===== src/rtl/irq_group_pkg.sv =====
package irq_group_pkg;

  localparam int unsigned GRP_SIZE = 16;

  typedef enum logic [1:0] {
    LV_IDLE   = 2'd0,
    LV_ARMED  = 2'd1,
    LV_WAIT   = 2'd2,
    LV_ACTIVE = 2'd3
  } lvl_state_e;

  typedef enum logic [2:0] {
    FN_SET_ACT  = 3'd0,
    FN_DISARM   = 3'd1,
    FN_ARM_EN   = 3'd2,
    FN_ARM_DIS  = 3'd3,
    FN_ENABLE   = 3'd4,
    FN_DISABLE  = 3'd5,
    FN_MASK_EN  = 3'd6,
    FN_TRIGGER  = 3'd7
  } lvl_func_e;

endpackage


===== src/rtl/irq_level_cell.sv =====
module irq_level_cell
  import irq_group_pkg::*;
#(
  parameter bit PROTECT = 1'b0
) (
  input  logic       clk,
  input  logic       rst_n,
  input  logic       grp_hit,
  input  logic       sel,
  input  lvl_func_e  func,
  input  logic       trig,
  output lvl_state_e st_o,
  output logic       en_o
);

  lvl_state_e st_q, st_d;
  logic       en_q, en_d;
  logic       cmd_here;
  logic       upd;

  assign cmd_here = grp_hit && sel;
  assign upd      = grp_hit || trig;

  always_comb begin
    st_d = st_q;
    en_d = en_q;
    if (cmd_here) begin
      case (func)
        FN_SET_ACT: if (st_q == LV_ARMED || st_q == LV_WAIT) st_d = LV_ACTIVE;
        FN_DISARM:  st_d = (PROTECT && st_q != LV_IDLE) ? LV_ARMED : LV_IDLE;
        FN_ARM_EN:  begin st_d = LV_ARMED; en_d = 1'b1; end
        FN_ARM_DIS: begin st_d = LV_ARMED; if (!PROTECT) en_d = 1'b0; end
        FN_ENABLE:  en_d = 1'b1;
        FN_DISABLE: if (!PROTECT) en_d = 1'b0;
        FN_MASK_EN: en_d = 1'b1;
        FN_TRIGGER: if (st_q == LV_ARMED) st_d = LV_WAIT;
        default:    ;
      endcase
    end else if (grp_hit && func == FN_MASK_EN && !PROTECT) begin
      en_d = 1'b0;
    end
    if (trig && !cmd_here && st_q == LV_ARMED) st_d = LV_WAIT;
  end

  always_ff @(posedge clk or negedge rst_n) begin
    if (!rst_n) begin
      st_q <= LV_IDLE;
      en_q <= 1'b0;
    end else if (upd) begin
      st_q <= st_d;
      en_q <= en_d;
    end
  end

  assign st_o = st_q;
  assign en_o = en_q;

  // with no command to the group and no trigger, the level holds
  p_hold_quiet_r9: assert property (@(posedge clk) disable iff (!rst_n)
    (!grp_hit && !trig) |=> ($stable(st_q) && $stable(en_q)));

  // a level only starts waiting from the armed state
  p_wait_from_armed_r8: assert property (@(posedge clk) disable iff (!rst_n)
    (st_q != LV_WAIT) |=> (st_q != LV_WAIT || $past(st_q) == LV_ARMED));

  // a disarmed level never jumps straight to active
  p_idle_not_active_r3: assert property (@(posedge clk) disable iff (!rst_n)
    (st_q == LV_IDLE) |=> (st_q != LV_ACTIVE));

  generate
    if (PROTECT) begin : g_prot_chk
      // protected levels stay enabled and stay armed once armed
      p_prot_enable_r11: assert property (@(posedge clk) disable iff (!rst_n)
        en_q |=> en_q);
      p_prot_armed_r11: assert property (@(posedge clk) disable iff (!rst_n)
        (st_q != LV_IDLE) |=> (st_q != LV_IDLE));
    end
  endgenerate

endmodule


===== src/rtl/irq_prio_pick.sv =====
module irq_prio_pick #(
  parameter int unsigned N_REQ = 32,
  localparam int unsigned IDX_W = (N_REQ > 1) ? $clog2(N_REQ) : 1
) (
  input  logic             clk,
  input  logic             rst_n,
  input  logic [N_REQ-1:0] req,
  output logic             valid_o,
  output logic [IDX_W-1:0] idx_o
);

  logic             found_d, valid_q;
  logic [IDX_W-1:0] idx_d, idx_q;

  always_comb begin
    found_d = 1'b0;
    idx_d   = '0;
    for (int i = N_REQ - 1; i >= 0; i--) begin
      if (req[i]) begin
        found_d = 1'b1;
        idx_d   = IDX_W'(i);
      end
    end
  end

  always_ff @(posedge clk or negedge rst_n) begin
    if (!rst_n) begin
      valid_q <= 1'b0;
      idx_q   <= '0;
    end else begin
      valid_q <= found_d;
      idx_q   <= idx_d;
    end
  end

  assign valid_o = valid_q;
  assign idx_o   = idx_q;

  // a reported level was requesting on the previous cycle
  p_irq_backed_r12: assert property (@(posedge clk) disable iff (!rst_n)
    valid_q |-> ($past(req) != '0));

endmodule


===== src/rtl/irq_group_ctrl.sv =====
module irq_group_ctrl
  import irq_group_pkg::*;
#(
  parameter int unsigned NUM_GROUPS = 2,
  parameter logic [15:0] PWR_MASK   = 16'h0003,
  localparam int unsigned NLEV  = NUM_GROUPS * GRP_SIZE,
  localparam int unsigned LVL_W = (NLEV > 1) ? $clog2(NLEV) : 1
) (
  input  logic              clk,
  input  logic              rst_n,
  input  logic              cmd_valid,
  input  logic [3:0]        cmd_group,
  input  logic [2:0]        cmd_func,
  input  logic [15:0]       cmd_mask,
  input  logic [NLEV-1:0]   trig_in,
  output logic [2*NLEV-1:0] level_state,
  output logic [NLEV-1:0]   level_en,
  output logic              irq_valid,
  output logic [LVL_W-1:0]  irq_level
);

  logic [1:0]      rst_sync_q;
  logic            rst_i;
  lvl_func_e       func;
  lvl_state_e      st   [NLEV];
  logic [NLEV-1:0] en;
  logic [NLEV-1:0] ready;

  always_ff @(posedge clk or negedge rst_n) begin
    if (!rst_n) rst_sync_q <= 2'b00;
    else        rst_sync_q <= {rst_sync_q[0], 1'b1};
  end
  assign rst_i = rst_sync_q[1];

  assign func = lvl_func_e'(cmd_func);

  for (genvar g = 0; g < NUM_GROUPS; g++) begin : g_grp
    logic hit;
    assign hit = cmd_valid && (cmd_group == 4'(g));
    for (genvar i = 0; i < GRP_SIZE; i++) begin : g_lvl
      localparam int unsigned L = g * GRP_SIZE + i;
      irq_level_cell #(
        .PROTECT ((g == 0) ? PWR_MASK[i] : 1'b0)
      ) u_cell (
        .clk     (clk),
        .rst_n   (rst_i),
        .grp_hit (hit),
        .sel     (cmd_mask[GRP_SIZE-1-i]),
        .func    (func),
        .trig    (trig_in[L]),
        .st_o    (st[L]),
        .en_o    (en[L])
      );
      assign level_state[2*L +: 2] = st[L];
      assign ready[L] = (st[L] == LV_WAIT) && en[L];
    end
  end

  assign level_en = en;

  irq_prio_pick #(.N_REQ(NLEV)) u_pick (
    .clk     (clk),
    .rst_n   (rst_i),
    .req     (ready),
    .valid_o (irq_valid),
    .idx_o   (irq_level)
  );

  // a command to a group number that is not built changes nothing
  p_bad_group_r13: assert property (@(posedge clk) disable iff (!rst_i)
    (cmd_valid && int'(cmd_group) >= NUM_GROUPS && trig_in == '0)
      |=> ($stable(level_state) && $stable(level_en)));

endmodule


===== config.mk =====
export PLATFORM = sky130hd
export DESIGN_NAME = irq_group_ctrl
export DESIGN_NICKNAME = d
export VERILOG_FILES = /design/src/rtl/irq_group_pkg.sv /design/src/rtl/irq_level_cell.sv /design/src/rtl/irq_prio_pick.sv /design/src/rtl/irq_group_ctrl.sv
export SDC_FILE = /design/constraint.sdc
export NUM_CORES = 1
export LEC_CHECK = 0
export CAP_MARGIN = 40
export CORE_MARGIN = 2
export CORE_UTILIZATION = 59
export CTS_CLUSTER_DIAMETER = 60
export DETAILED_ROUTE_END_ITERATION = 6
export DONT_BUFFER_PORTS = 1
export PLACE_DENSITY = 0.85
export SYNTH_ARGS = -nofsm -noshare
export SYNTH_HDL_FRONTEND = slang
export SYNTH_SLANG_ARGS = --single-unit

===== constraint.sdc =====
create_clock -name clk -period 3.4 [get_ports clk]
set_input_delay 0.17 -clock clk [delete_from_list [all_inputs] [get_ports clk]]
set_output_delay 0.17 -clock clk [all_outputs]
set_load 0.005 [all_outputs]

==> results of run 1 <==
## flip-flops by register name, summed over array words and instances (netlist names)
name,count
u_pick.valid_o,1
rst_sync_q,2
g_grp.g_lvl.u_cell.en_o,32
u_pick.idx_o,5
g_grp.g_lvl.u_cell.st_o,64
## layout by cell type (no fill, tap or decap), drive strengths merged, types with 2 or more instances in the layout
cell type / instances
a22oi: 8
nand2: 103
a22o: 3
a21o: 28
mux2i: 9
a31oi: 13
clkbuf: 12
o21bai: 2
a311oi: 5
inv: 78
buf: 10
ha: 67
and3: 20
nand4: 2
o211ai: 6
a21oi: 72
o31ai: 2
nor2b: 2
o21ai: 52
clkinv: 4
nor2: 68
a211oi: 26
dfrtp: 104
o21a: 2
nor3: 10
nand3b: 2
a221o: 18
nand3: 24
a221oi: 2
nand2b: 3
mux2: 8
dlygate4sd3: 16
a32o: 5
a31o: 3
o22ai: 3
and2: 16
a222oi: 17
a21boi: 13
## area by class of cell
type / count / area (sq um)
multi-input combinational: 632 / 4345
clock inverter: 4 / 20.02
fill: 1051 / 4702
tap: 172 / 215.2
inverter: 78 / 292.8
timing repair buffer: 26 / 242.7
sequential: 104 / 2606
clock buffer: 12 / 246.5
## power by group through the flow
stage | clock [mW] | sequential (mW) | combinational [mW]
after floorplan | 0 | 1.93 | 1.18
after global placement | 0 | 2.07 | 1.40
after detailed placement | 0 | 2.09 | 1.45
after CTS | 1.00 | 2.07 | 1.49
after global routing | 1.05 | 2.12 | 1.69
final | 0.990 | 2.07 | 1.51
## through the flow
step	instances	util (%)
global route	1028	62.89
floorplan	883	-
finish	1028	62.89
CTS	1028	62.89
global placement	995	59.41
detailed placement	996	59.52
## logic make-up after synthesis
| logic type | after synthesis | share of synthesized area (%) |
|---|---|---|
| other | 1 | 0.04891 |
| AO/OA/AOI/OAI | 290 | 26.81 |
| AND/OR/NAND/NOR | 256 | 16.37 |
| XOR/XNOR | 1 | 0.1143 |
| buffers and inverters | 147 | 9.432 |
| flip-flops | 104 | 33.94 |
| multiplexers | 17 | 2.350 |
| adder cells (fa/ha/maj) | 67 | 10.93 |
## synthesized netlist by cell type (all sizes together) (10+ instances only)
cell,count
a222oi,17
a211oi,26
nand3,24
inv,78
and2,16
o21ai,52
and3,20
nor2,68
a21oi,72
dfrtp,104
clkbuf,13
a21boi,13
nor3,10
a31oi,13
ha,67
buf,56
a21o,28
nand2,103
a221o,18
## layer usage
layer	up-vias	wire length, um	global-route usage, %
li1	3074	-	-
met1	3345	9016	42.75
met2	487	10530	52.43
met3	70	2931	11.29
met4	0	839	14.23
met5	-	0	0
## worst max-delay path: stages
cell	delay (ps)
or3b_4	450
nor3_4	640
buf_4	270
a21oi_1	100
o21ai_1	220
mux2_2	360
## worst paths after layout
check	startpoint	endpoint	slack (ps)	cells after the start
setup / recovery	cmd_group[3]	g_grp[0].g_lvl[1].u_cell.st_o[0]$_DFFE_PN0P_	1440	6
hold / removal	cmd_mask[1]	g_grp[1].g_lvl[14].u_cell.en_o$_DFFE_PN0P_	4	3
setup reg to reg	g_grp[0].g_lvl[4].u_cell.st_o[0]$_DFFE_PN0P_	u_pick.idx_o[4]$_DFF_PN0_	1560	6
hold reg to reg	rst_sync_q[0]$_DFF_PN0_	rst_sync_q[1]$_DFF_PN0_	350	0
max in group asynchronous	rst_sync_q[1]$_DFF_PN0_	g_grp[1].g_lvl[15].u_cell.st_o[0]$_DFFE_PN0P_	2130	1
min in group asynchronous	rst_n	rst_sync_q[1]$_DFF_PN0_	30	1
==> run summary, run 1 <==
drt wl/cell: 22.68 um
clock power share: 21.6%
Peak VDD IR: 0.0003381 V
Post-synth EDFFs: 0
Syn Std Cell Area: 7667 sq um
total wire length: 23320 um
Clock transition at path regs: 70 ps
antenna violations before repair: 0
vias per cell: 6.786
Total Die Area: 13920 sq um
vias in the first global route: 6753
Final ANT Viol Nets: 0
Resize count post-CTS: 0
post-synth cell types: 73
DRC viols: 0
Setup violations, final: 0
Iter 0 DRT Violations: 1008
CP Capture Type: flop
Ys Warns: 0
Post-Syn Area per Cell: 8.683 sq um
Tcrit/Tclk final: 57.69%
Seq cells post-synth: 104
I/O Pins: 160
chip height: 118.0 um
WP data arrival: 2210 ps
min setup slack post-route: 1439 ps
Min Hold Slack: 3.715 ps
Congestion Overflow GR: 0
sw power: 1.798 mW
syn_nets: 1008
Pins Over Slew Limit: 0
IO Port Bufs: 0
crit path max fanout: 15
CP required: 3650 ps
ant diodes: 0
via count: 6976
combinational share of power: 33.1%
Hold Path Class: primary input to flop
final hold vios: 0
Setup crit start kind: primary input
Setup TNS Final: 0 ps
drt first pass iters: 5
run status: completed
Clock Latency Late Sink: 360 ps
Slew @ Worst Pin: 897.2 ps
CP Class: primary input to flop
ratio of cells with drive above 1 in the final layout: 8.762%
setup repair after global routing missed its margin: false
row cnt: 41
clock buffer depth: 2
clock tree root buffer cell: clkbuf_16
global-route wire length before repair: 36770 um
Worst Skew: 4.723 ps
core area: 12670 sq um
Tmin final: 1961 ps
post-synth top area share: 33.94%
area grow syn2layout: 3.933%
final RePlAce weighted congestion: 0.9295
Main synth FF type: dfrtp_1
Slew HR: 39.99%
Async S/R FF share, synth: 100.0%
nets: 976
Die Wd: 118.0 um
DP Wirelength: 16600 um
postcts setup bufs: 0
Post-Syn Instances: 883
P_int: 2.776 mW
# hold bufs at CTS: 16
CTS tree: yes
power per cell area: 573.9 nW/um^2
Max H-tree Level: 3
ranking of synthesized cells by area: dfrtp_1 34%, ha_1 11%, nand2_1 5.0%
FMAX: 509.8 MHz
leak pwr: 3.707 nW
max cap viols: 0
cell taking the most area after synthesis: dfrtp_1
Sink Count: 104
total power draw: 4.573 mW
starting density of the core: 60.51%
Place WS: 1115 ps
post-route cell area: 7969 sq um
Reg power frac: 45.3%
switch share: 39.31%
DP Area: 7542 sq um
sequential area share after synthesis: 33.94%
pin count of the biggest net entering global routing: 62
cts bufs inserted: 9
total track usage: 33.64%
Note: power is estimated with default switching activity, not from simulation.
==> run 2, diff against run 1 <==
--- a/config.mk
+++ b/config.mk
@@ -5,13 +5,14 @@
 export SDC_FILE = /design/constraint.sdc
 export NUM_CORES = 1
 export LEC_CHECK = 0
+export ABC_AREA = 1
 export CAP_MARGIN = 40
 export CORE_MARGIN = 2
-export CORE_UTILIZATION = 59
+export CORE_UTILIZATION = 65
 export CTS_CLUSTER_DIAMETER = 60
 export DETAILED_ROUTE_END_ITERATION = 6
 export DONT_BUFFER_PORTS = 1
-export PLACE_DENSITY = 0.85
+export PLACE_DENSITY = 0.88
 export SYNTH_ARGS = -nofsm -noshare
 export SYNTH_HDL_FRONTEND = slang
 export SYNTH_SLANG_ARGS = --single-unit
==> constraint.sdc (replaced) <==
create_clock -name clk -period 1.9 [get_ports clk]
set_input_delay 0.095 -clock clk [delete_from_list [all_inputs] [get_ports clk]]
set_output_delay 0.095 -clock clk [all_outputs]
set_load 0.005 [all_outputs]
==> run summary, run 2 <==
run status: finished, violations left
failing checks: setup timing
Total Die Area: 11500 sq um
Slew @ Worst Pin: 938.9 ps
Post-Syn Area per Cell: 7.482 sq um
DP Area: 7308 sq um
Sink Count: 104
most frequent cells in the layout: 138 x nand2_1, 111 x inv_1, 105 x o21ai_1
Die Wd: 107.2 um
via count: 6638
syn_nets: 1051
FMAX: 410.3 MHz
clock power share: 15.6%
total power draw: 10.21 mW
global-route wire length before repair: 31820 um
final RePlAce weighted congestion: 0.9112
Hold Path Class: primary input to flop
Slew HR: 37.34%
leak pwr: 3.980 nW
setup repair after global routing missed its margin: true
post-synth top area share: 37.57%
Tcrit/Tclk final: 128.3%
starting density of the core: 67.11%
Clock Latency Late Sink: 370 ps
switch share: 42.37%
Syn Std Cell Area: 6928 sq um
post-synth cell types: 30
ratio of cells with drive above 1 in the final layout: 15.48%
core area: 10320 sq um
row cnt: 37
total track usage: 35.66%
I/O Pins: 160
Final ANT Viol Nets: 0
nets: 1089
Main synth FF type: dfrtp_1
Pins Over Slew Limit: 0
crit path max fanout: 2
Setup violations, final: 2
Congestion Overflow GR: 0
Peak VDD IR: 0.0007939 V
CP most frequent cell: nand2_1
Max H-tree Level: 3
antenna violations before repair: 0
final hold vios: 0
Setup crit start kind: flop
ranking of synthesized cells by area: dfrtp_1 38%, ha_1 12%, nand2_1 7.7%
DRC viols: 0
Async S/R FF share, synth: 100.0%
combinational share of power: 45.8%
Post-synth EDFFs: 0
Ys Warns: 0
area grow syn2layout: 12.26%
total wire length: 20280 um
IO Port Bufs: 0
min setup slack post-route: -537.0 ps
cts bufs inserted: 9
Clock transition at path regs: 110 ps
post-route cell area: 7777 sq um
pin count of the biggest net entering global routing: 46
vias per cell: 6.007
cell taking the most area after synthesis: dfrtp_1
Reg power frac: 38.6%
Seq cells post-synth: 104
CP Capture Type: flop
chip height: 107.2 um
sw power: 4.324 mW
most common cell in the synthesized netlist: nand2_1
ant diodes: 0
post-layout util: 75.34%
WP data arrival: 2750 ps
CP required: 2210 ps
power per cell area: 1312 nW/um^2
DP Wirelength: 14720 um
drt first pass iters: 6
CTS tree: yes
drt wl/cell: 18.35 um
Synth top cells by count: 142 x nand2_1, 117 x inv_1, 106 x o21ai_1, 104 x dfrtp_1, 95 x nand3_1
max cap viols: 0
Tmin final: 2437 ps
Layout fillers: 759
max FFs per register: 64
sequential area share after synthesis: 37.57%
vias in the first global route: 6490
commonest non-fill, non-tap cell in the layout: nand2_1
Iter 0 DRT Violations: 720
clock buffer depth: 2
Placed Cells: 1071
max incr delay on CP: 420 ps
clock tree root buffer cell: clkbuf_8
P_int: 5.881 mW
slowest CP cell: dfrtp_1
Worst Skew: 13.62 ps
Post-Syn Instances: 926
Finished Layout Cells: 1105
CP Class: flop to flop
-- run 2: cell count changes in the layout (fill, tap and decap cells not counted), sizes merged, moves of 14 or more --
cell	before	now
inv	78	153
o21ai	52	127
nand3	24	95
buf	10	70
nand2	103	152
a21oi	72	33
a21o	28	0
o211ai	6	32
a211oi	26	1
and3	20	0
a221o	18	0
a222oi	17	0
and2	16	0
nor2	68	82
-- run 2: cell type report --
class	count	area, sq um	share of cell area [%]
Clock buffer	11	141.4	1.818
Clock inverter	5	78.83	1.014
Timing Repair Buffer	84	714.4	9.186
Inverter	157	589.3	7.577
Sequential cell	104	2606	33.51
Tap cell	136	170.2	2.188
Multi-Input combinational cell	608	3477	44.71
-- run 2: power groups by stage --
| stage | Clock (mW) | Combinational [mW] | Sequential (mW) |
|---|---|---|---|
| floorplan | 0 | 2.99 | 3.81 |
| finish | 1.59 | 4.68 | 3.94 |
| CTS | 1.58 | 4.50 | 3.91 |
| detailed placement | 0 | 4.33 | 3.95 |
| global placement | 0 | 4.16 | 3.90 |
| global route | 1.68 | 5.29 | 4.06 |
-- run 2: worst paths after layout --
path | from | endpoint | slack [ps] | cells past startpoint
min reg2reg | rst_sync_q[1]$_DFF_PN0_ | u_pick.idx_o[0]$_DFF_PN0_ | 270 | 0
max | g_grp[1].g_lvl[14].u_cell.st_o[1]$_DFFE_PN0P_ | u_pick.idx_o[0]$_DFF_PN0_ | -540 | 32
min in group asynchronous | rst_sync_q[1]$_DFF_PN0_ | u_pick.idx_o[0]$_DFF_PN0_ | 270 | 0
max in group asynchronous | rst_sync_q[1]$_DFF_PN0_ | g_grp[0].g_lvl[15].u_cell.st_o[0]$_DFFE_PN0P_ | 1030 | 1
min | trig_in[13] | g_grp[0].g_lvl[13].u_cell.st_o[0]$_DFFE_PN0P_ | 7 | 3
max reg2reg | g_grp[1].g_lvl[14].u_cell.st_o[1]$_DFFE_PN0P_ | u_pick.idx_o[0]$_DFF_PN0_ | -540 | 32
-- run 2: per-layer routing --
metal	vias up	track usage, %	share of wire [%]
met5	-	0	0
met4	0	16.98	4.0
li1	3064	-	-
met3	85	11.91	13
met2	413	56.24	46
met1	3076	44.04	38
-- run 2: through the flow --
step	setup TNS (ps)	worst slack [ps]	hold slack, ps
after global routing	-1176	-809.8	25.04
after floorplan	-190.3	-190.3	-200.6
after detailed placement	-524.8	-473.8	-200.5
after CTS	-626.1	-462.8	4.209
after global placement	-360.5	-337.2	-200.6
final	-724.1	-537.0	7.247
-- run 2: timing repair --
| item | in CTS | in global routing |
|---|---|---|
| hold buffers | 14 | 0 |
| endpoints found under the setup margin | 2 | 2 |
| hold endpoints to repair | 15 | 0 |
| pin swaps | 9 | 9 |
| buffers inserted | 3 | 2 |
| resized for setup | 13 | 10 |
-- run 2: kinds of logic (layout without fill, tap and decap cells) --
logic type                 Yosys count  count (layout)  share of synthesized area [%]
and+or+nand+nor                    336             336                          20.63
buffers and inverters              214             257                          13.35
AOI/OAI and AO/OA                  204             204                          16.31
DFF                                104             104                          37.57
adders and majority gates           67              67                          12.10
other                                1               1                        0.05413
-- run 2: critical path, delay by kind of cell, from the launching register on --
kind            cells  cell delay, ps
flops               1             420
simple gates       30            1650
fa+ha+maj           1             170
compound gates      1             120
